`src/rtl/com_scan_pkg.sv`:
```
package com_scan_pkg;

    localparam int NUM_COM    = 17;
    localparam int ROWS_SHORT = 9;
    localparam int ROWS_MID   = 12;
    localparam int ROWS_FULL  = 17;
    localparam int CNT_W      = $clog2(NUM_COM + 1);

    typedef logic [CNT_W-1:0] row_t;

    typedef enum logic [1:0] {
        DUTY_SHORT = 2'd0,
        DUTY_MID   = 2'd1,
        DUTY_FULL  = 2'd2,
        DUTY_ALT   = 2'd3
    } duty_e;

    typedef struct packed {
        duty_e duty;
        logic  rev;
        logic  arb_lead;
    } scan_mode_t;

    // Rows per frame for a duty code
    function automatic row_t rows_of(duty_e d);
        case (d)
            DUTY_SHORT: return row_t'(ROWS_SHORT);
            DUTY_MID:   return row_t'(ROWS_MID);
            default:    return row_t'(ROWS_FULL);
        endcase
    endfunction

    // Zero-based common index driven in time slot idx
    function automatic row_t com_of(row_t idx, row_t n, logic rev, logic lead);
        row_t last;
        last = n - row_t'(1);
        if (idx == last)
            return (rev ^ lead) ? row_t'(0) : last;
        if (!rev)
            return lead ? idx + row_t'(1) : idx;
        return (lead ? last - row_t'(1) : last) - idx;
    endfunction

endpackage

```
`src/rtl/com_mode_latch.sv`:
```
module com_mode_latch
    import com_scan_pkg::*;
(
    input  logic       clk,
    input  logic       rst,
    input  logic       load,
    input  logic [1:0] duty_in,
    input  logic       rev_in,
    input  logic       lead_in,
    output scan_mode_t mode
);

    always_ff @(posedge clk) begin
        if (rst || load) begin
            mode.duty     <= duty_e'(duty_in);
            mode.rev      <= rev_in;
            mode.arb_lead <= lead_in;
        end
    end

endmodule

```
`src/rtl/com_row_counter.sv`:
```
module com_row_counter
    import com_scan_pkg::*;
(
    input  logic clk,
    input  logic rst,
    input  logic tick,
    input  row_t rows,
    output row_t idx,
    output logic frame,
    output logic wrap
);

    assign wrap = tick && (idx == rows - row_t'(1));

    always_ff @(posedge clk) begin
        if (rst) begin
            idx   <= '0;
            frame <= 1'b0;
        end else if (tick) begin
            if (wrap) begin
                idx   <= '0;
                frame <= ~frame;
            end else begin
                idx   <= idx + row_t'(1);
            end
        end
    end

endmodule

```
`src/rtl/com_onehot_decode.sv`:
```
module com_onehot_decode
    import com_scan_pkg::*;
#(
    parameter int WIDTH = NUM_COM
) (
    input  row_t             target,
    input  row_t             rows,
    output logic [WIDTH-1:0] sel
);

    for (genvar k = 0; k < WIDTH; k++) begin : g_com
        assign sel[k] = (target == row_t'(k)) && (row_t'(k) < rows);
    end

endmodule

```
`src/rtl/com_scan_seq.sv`:
```
module com_scan_seq
    import com_scan_pkg::*;
(
    input  logic               clk,
    input  logic               rst,
    input  logic               row_tick,
    input  logic [1:0]         duty_sel,
    input  logic               scan_rev,
    input  logic               arb_lead,
    output logic [NUM_COM-1:0] com_sel,
    output logic               arb_row,
    output logic               frame_flip
);

    scan_mode_t mode_q;
    row_t       rows;
    row_t       slot;
    row_t       target;
    logic       frame_end;

    com_mode_latch u_mode (
        .clk     (clk),
        .rst     (rst),
        .load    (frame_end),
        .duty_in (duty_sel),
        .rev_in  (scan_rev),
        .lead_in (arb_lead),
        .mode    (mode_q)
    );

    assign rows = rows_of(mode_q.duty);

    com_row_counter u_cnt (
        .clk   (clk),
        .rst   (rst),
        .tick  (row_tick),
        .rows  (rows),
        .idx   (slot),
        .frame (frame_flip),
        .wrap  (frame_end)
    );

    assign target  = com_of(slot, rows, mode_q.rev, mode_q.arb_lead);
    assign arb_row = (slot == rows - row_t'(1));

    com_onehot_decode #(.WIDTH(NUM_COM)) u_dec (
        .target (target),
        .rows   (rows),
        .sel    (com_sel)
    );

endmodule

```
`config.mk`:
```
export PLATFORM = sky130hd
export DESIGN_NAME = com_scan_seq
export DESIGN_NICKNAME = d
export VERILOG_FILES = /design/src/rtl/com_scan_pkg.sv /design/src/rtl/com_mode_latch.sv /design/src/rtl/com_row_counter.sv /design/src/rtl/com_onehot_decode.sv /design/src/rtl/com_scan_seq.sv
export SDC_FILE = /design/constraint.sdc
export NUM_CORES = 1
export LEC_CHECK = 0
export ABC_AREA = 1
export BUFFER_PORTS_ARGS = -buffer_cell sky130_fd_sc_hd__clkbuf_2
export CORE_MARGIN = 2
export CORE_UTILIZATION = 56
export DETAILED_ROUTE_END_ITERATION = 16
export PLACE_DENSITY_LB_ADDON = 0.15
export SLEW_MARGIN = 10
export SYNTH_ARGS = -nofsm -noshare
export SYNTH_HDL_FRONTEND = slang
export SYNTH_SLANG_ARGS = --single-unit
```
`constraint.sdc`:
```
create_clock -name clk -period 3.35 [get_ports clk]
set_input_delay 0.1675 -clock clk [delete_from_list [all_inputs] [get_ports clk]]
set_output_delay 0.1675 -clock clk [all_outputs]
set_load 0.02 [all_outputs]
```
# == Word-level counts from Yosys, hierarchy flattened ==
# Index checks and enable logic that the tools add are counted.
# totals
regBits,10
elab_cells,80
# op_classes
addsub,4
order_cmp,17
eq_ne,18
n_mux,12
n_bitwise,2
n_reduce_logical,22
# ops
op,n
$eq A5 B4 Y1 const B,8
$lt A4 B5 Y1 const A,8
$mux W5,8
$eq A5 B3 Y1 const B,4
$lt A3 B5 Y1 const A,4
$logic_and A1 B1 Y1,18
$eq A5 B2 Y1 const B,2
$lt A1 B5 Y1 const A,2
$lt A2 B5 Y1 const A,2
$pmux W5 S2,1
$sub A5 B1 Y5 const B,2
$add A5 B1 Y5 const B,1
$eq A5 B1 Y1 const B,1
$eq A5 B5 Y1,1
$eq A5 B5 Y1 const B,1
$logic_not A5 Y1,1
$lt A5 B5 Y1 const A,1
$sub A5 B5 Y5,1
$mux W1,3
$eq A2 B1 Y1 const B,1
$logic_not A2 Y1,1
$reduce_and A2 Y1,1
$logic_or A1 B1 Y1,1
$not A1 Y1,1
$xor A1 B1 Y1,1

# == Depth between registers and ports, before layout ==
# logic_depth
ltp_word,10
mapped_depth,16

# == Hierarchy ==
# A second synthesis with hierarchy kept.
# unflattened
cells_unflattened,260
area_unflattened_um2,1498.9
# by_module_without_submodules
module,instances,cells_each,area_each_um2,seq_area_each_um2
com_scan_seq,1,98,575.6,0.0
com_row_counter,1,73,440.4,120.1
com_onehot_decode,1,82,351.6,0.0
com_mode_latch,1,7,131.4,120.1

# == Worst setup path before layout ==
# OpenSTA, ideal clock, no wires.
# synth_path
kind,flip-flop to output port
startpoint,reg u_mode.mode[3] (netlist name)
endpoint,out com_sel[6]
t_arrival_ns,2.568
slack_ns,0.615
path_stages_with_launch,16
path_buffers,0
cell_sequence,edfxtp_1 > inv_2 > nand2_4 > ha_1 > inv_1 > ha_1 > fa_1 > inv_1 > nand3_1 > nand2_1 > inv_1 > nand2_1 > nand3_1 > nand2_4 > nand2_2 > nor3_1
# synth_between
elab_chain_len,10
# synth_rtl
item,line_no,text
"start, declared",com_mode_latch.sv:10,output scan_mode_t mode
$eq A2 B1 Y1 / $logic_not A2 Y1 (equally long branches),com_scan_pkg.sv:26,case (d)
$pmux W5 S2 *,com_scan_pkg.sv:26,
$sub A5 B1 Y5,com_scan_pkg.sv:36,last = n - row_t'(1);
$sub A5 B1 Y5 / $mux W5 (equally long branches),"com_scan_pkg.sv:41, com_scan_pkg.sv:38",
"$mux W5, on equally long branches","com_scan_pkg.sv:41, com_scan_pkg.sv:37",
$sub A5 B5 Y5 / $mux W5 (equally long branches),"com_scan_pkg.sv:41, com_scan_pkg.sv:39",
$mux W5,com_scan_pkg.sv:41,return (lead ? last - row_t'(1) : last) - idx;
$mux W5,com_scan_pkg.sv:39,if (!rev)
$eq A5 B3 Y1,com_onehot_decode.sv:12,assign sel[k] = (target == row_t'(k)) && (row_t'(k) < rows);
$logic_and A1 B1 Y1 *,com_onehot_decode.sv:12,
"end, declared",com_scan_seq.sv:10,"output logic [NUM_COM-1:0] com_sel,"
# Every way passes the cells marked *; elsewhere a longest branch is shown, timed or not. The select of a mux whose other input is x is not followed.

# == Final worst setup path ==
# layout_path
startpoint,reg u_mode.mode[3] (netlist name)
endpoint,out com_sel[11]
# layout_between
elab_chain_len,10
# layout_rtl
item,line_no
$eq A2 B1 Y1 / $logic_not A2 Y1 (equally long branches),com_scan_pkg.sv:26
$pmux W5 S2 *,com_scan_pkg.sv:26
$sub A5 B1 Y5,com_scan_pkg.sv:36
$sub A5 B1 Y5 / $mux W5 (equally long branches),"com_scan_pkg.sv:41, com_scan_pkg.sv:38"
"$mux W5, on equally long branches","com_scan_pkg.sv:41, com_scan_pkg.sv:37"
$sub A5 B5 Y5 / $mux W5 (equally long branches),"com_scan_pkg.sv:41, com_scan_pkg.sv:39"
$mux W5,com_scan_pkg.sv:41
$mux W5,com_scan_pkg.sv:39
$eq A5 B4 Y1,com_onehot_decode.sv:12
$logic_and A1 B1 Y1 *,com_onehot_decode.sv:12
# Marks and branches as above.

==> results.py <==
metrics = {
    "sta": {
        "setup_ws_ns": 0.251,
        "hold_viol_final": 0,
        "maxSlewViolCount": 0,
        "period_share_pct": 92.5,
        "fin_crit_ns": 3.10,
        "rsz0062_at_grt": "yes",
        "hold_ws_ns": 0.0704,
        "max_freq_ghz": 0.323,
        "max-slew-margin-rel_pct": 76.7,
        "finClkSkew_ns": 0.00283,
        "finalSetupTns_ns": 0,
        "setup_viol": 0,
        "worst_slew_pin_slew_ns": 0.346,
    },
    "yosys": {
        "synth_area_mm2": 0.00140,
        "synthTopCellsByArea": "nand2_1 16%, nand3_1 10%, ha_1 8.9%",
        "yosys-top-cells-count": "59 x nand2_1, 29 x nand3_1, 24 x inv_1",
        "netlist.area_leader.share_pct": 15.8,
        "yosysSeqAreaShare_pct": 17.2,
        "synth_ff_type": "dfxtp_1",
        "async_reset_ff_share_pct": 0,
        "syn_avg_cell_area_um2": 6.36,
        "syn_inst": 220,
        "synth.distinct_cells": 32,
        "yosysMostFrequentCell": "nand2_1",
        "synth-edff-count": 4,
        "ys_warn_count": 0,
        "synth_seq_cells": 10,
        "synth_top_area_cell": "nand2_1",
        "syn_nets": 238,
    },
    "setup_path": {
        "cp_num_buf_inv": 3,
        "required_ns": 3.18,
        "cpMostUsedCell": "ha_1",
        "start_kind": "register",
        "cp_max_fo": 6,
        "path_cells": "inv_2 > nand2_4 > ha_1 > inv_1 > ha_1 > fa_1 > o211ai_1 > nand2_2 > o21ai_0 > nand3_1 > nor2_1 > clkbuf_2",
        "slowest_delay_ns": 0.47,
        "worstReg2RegStart": "u_mode.mode[3]$_DFFE_PP_",
        "cp_data_arrival_time_ns": 2.93,
        "worstSetupPathType": "register to primary output",
        "setup.worst_path.start": "u_mode.mode[3]$_DFFE_PP_",
        "cpMaxStageDelayCell": "edfxtp_1",
        "endpoint_kind": "primary output",
        "crit_family": "adder cells",
    },
    "finish": {
        "antenna_cells": 0,
        "fin_util_pct": 64.9,
        "drive_gt1_share_pct": 26.9,
        "area_growth_pct": 12.8,
        "fin_nets": 264,
        "finalNonFillerCells": 275,
        "n_fill_cell": 244,
    },
    "routing": {
        "met1_length_um": 1420,
        "firstDrtPassIters": 4,
        "wl_per_cell_um": 11.1,
        "highest_layer": "met4",
        "wirelength_um": 3050,
        "wl_met3_um": 99,
        "antenna_left": 0,
        "drcViolationCount": 0,
        "vias": 1403,
        "wl_met2_um": 1440,
        "via_per_inst": 5.10,
        "drt_iter0_drc": 26,
    },
    "status": {
        "outcome": "finished, final reports clean",
    },
    "power_and_ir_drop": {
        "power.density_mw_per_mm2": 317,
        "power.leakage_uw": 0.000816,
        "peakVddDrop_uv": 291,
    },
    "cts": {
        "ctsRootBufferMaster": "clkbuf_4",
        "clockBufferDepth": 2,
        "hold_buffers": 0,
        "cts_max_level": 1,
        "clk_pin_slew_ns": 0.06,
        "insertion_delay_ns": 0.27,
        "cts_tree": "built",
        "clock_sinks": 10,
        "cts_buffers": 3,
    },
    "global_routing": {
        "grt_pass1_vias": 1208,
        "grt_pass1_wl_um": 4960,
        "grt_antenna_before_repair": 0,
        "grt_max_degree": 11,
        "grt-ovfl-total": 0,
        "grtUsageTotal_pct": 23.8,
    },
    "die": {
        "die-area_mm2": 0.00291,
        "rows": 18,
        "die_h_um": 54.0,
        "start_util_pct": 57.5,
        "die_w_um": 54.0,
        "ios": 26,
        "core_mm2": 0.00243,
    },
    "job": {
        "drv_cap": 0,
    },
    "place": {
        "buffer_ports.inserted": 25,
        "dp_hpwl_um": 2540,
        "gp_congestion": 0.873,
        "post-place-cells": 269,
        "dpl_worst_slack_ns": 0.500,
    },
    "min_path": {
        "hold_path.startpoint": "duty_sel[1]",
        "hp-class": "input port to register",
    },
}
state kept, by name, summed over array words and instances (netlist names):
| register | flops |
|---|---|
| u_mode.mode | 4 |
| u_cnt.frame | 1 |
| u_cnt.idx | 5 |
where the power goes:
part	switching, uW	total, uW	internal [uW]
sequential	13.2	147	134
combinational	161	243	82.5
clock	43.4	110	66.1
per-stage QoR:
stage,area (um2),power (uW)
floorplan,1400,342
global placement,1520,391
detailed placement,1520,391
CTS,1560,503
global route,1580,542
finish,1580,500
final timing paths:
| kind | end | slack [ns] | cells after the start |
|---|---|---|---|
| setup / recovery | com_sel[11] | 0.25 | 12 |
| hold / removal | u_mode.mode[3]$_DFFE_PP_ | 0.07 | 1 |
| setup reg to reg | u_mode.mode[2]$_DFFE_PP_ | 1.17 | 11 |
| hold reg to reg | u_cnt.frame$_SDFFE_PP0P_ | 0.48 | 2 |
cells in the final DEF (no fill, tap or decap), drive strengths merged:
master,Yosys,routed
a21oi,8,8
ha,10,10
xor2,1,1
clkbuf,1,26
or2,2,2
fa,1,1
dfxtp,6,6
o21ai,6,6
nor3,2,2
edfxtp,4,4
buf,5,5
o211ai,1,1
nand3,35,35
clkinv,2,2
inv,29,29
nand2,72,72
nand4,4,4
xnor2,2,2
nor2,29,29
area by class of cell:
type                       count  area, um2  share of cell area [%]
clock buffer                   4       36.3                    2.30
tap                           30       37.5                    2.38
inverter                      31        123                    7.77
sequential                    10        240                    15.2
timing repair buffer          27        140                    8.88
multi-input combinational    173       1000                    63.4
kinds of logic (layout without fill, tap and decap cells):
kind of cell	Yosys count	count (layout)	synth area share (%)
compound gates	15	15	5.81
xor+xnor	3	3	1.88
fa+ha+maj	11	11	10.4
simple gates	144	144	53.3
flops	10	10	17.2
buf+inv	37	62	11.4
timing repair:
item                       in CTS  in global routing
setup endpoints to repair       0                 11
resized for setup               0                  4
buffers inserted                0                  2
metal layers:
metal,global-route usage [%],vias up
li1,-,756
met4,12.1,0
met5,0,-
met1,28.3,607
met3,2.50,11
met2,42.1,29
(Power assumes the default switching activity.)
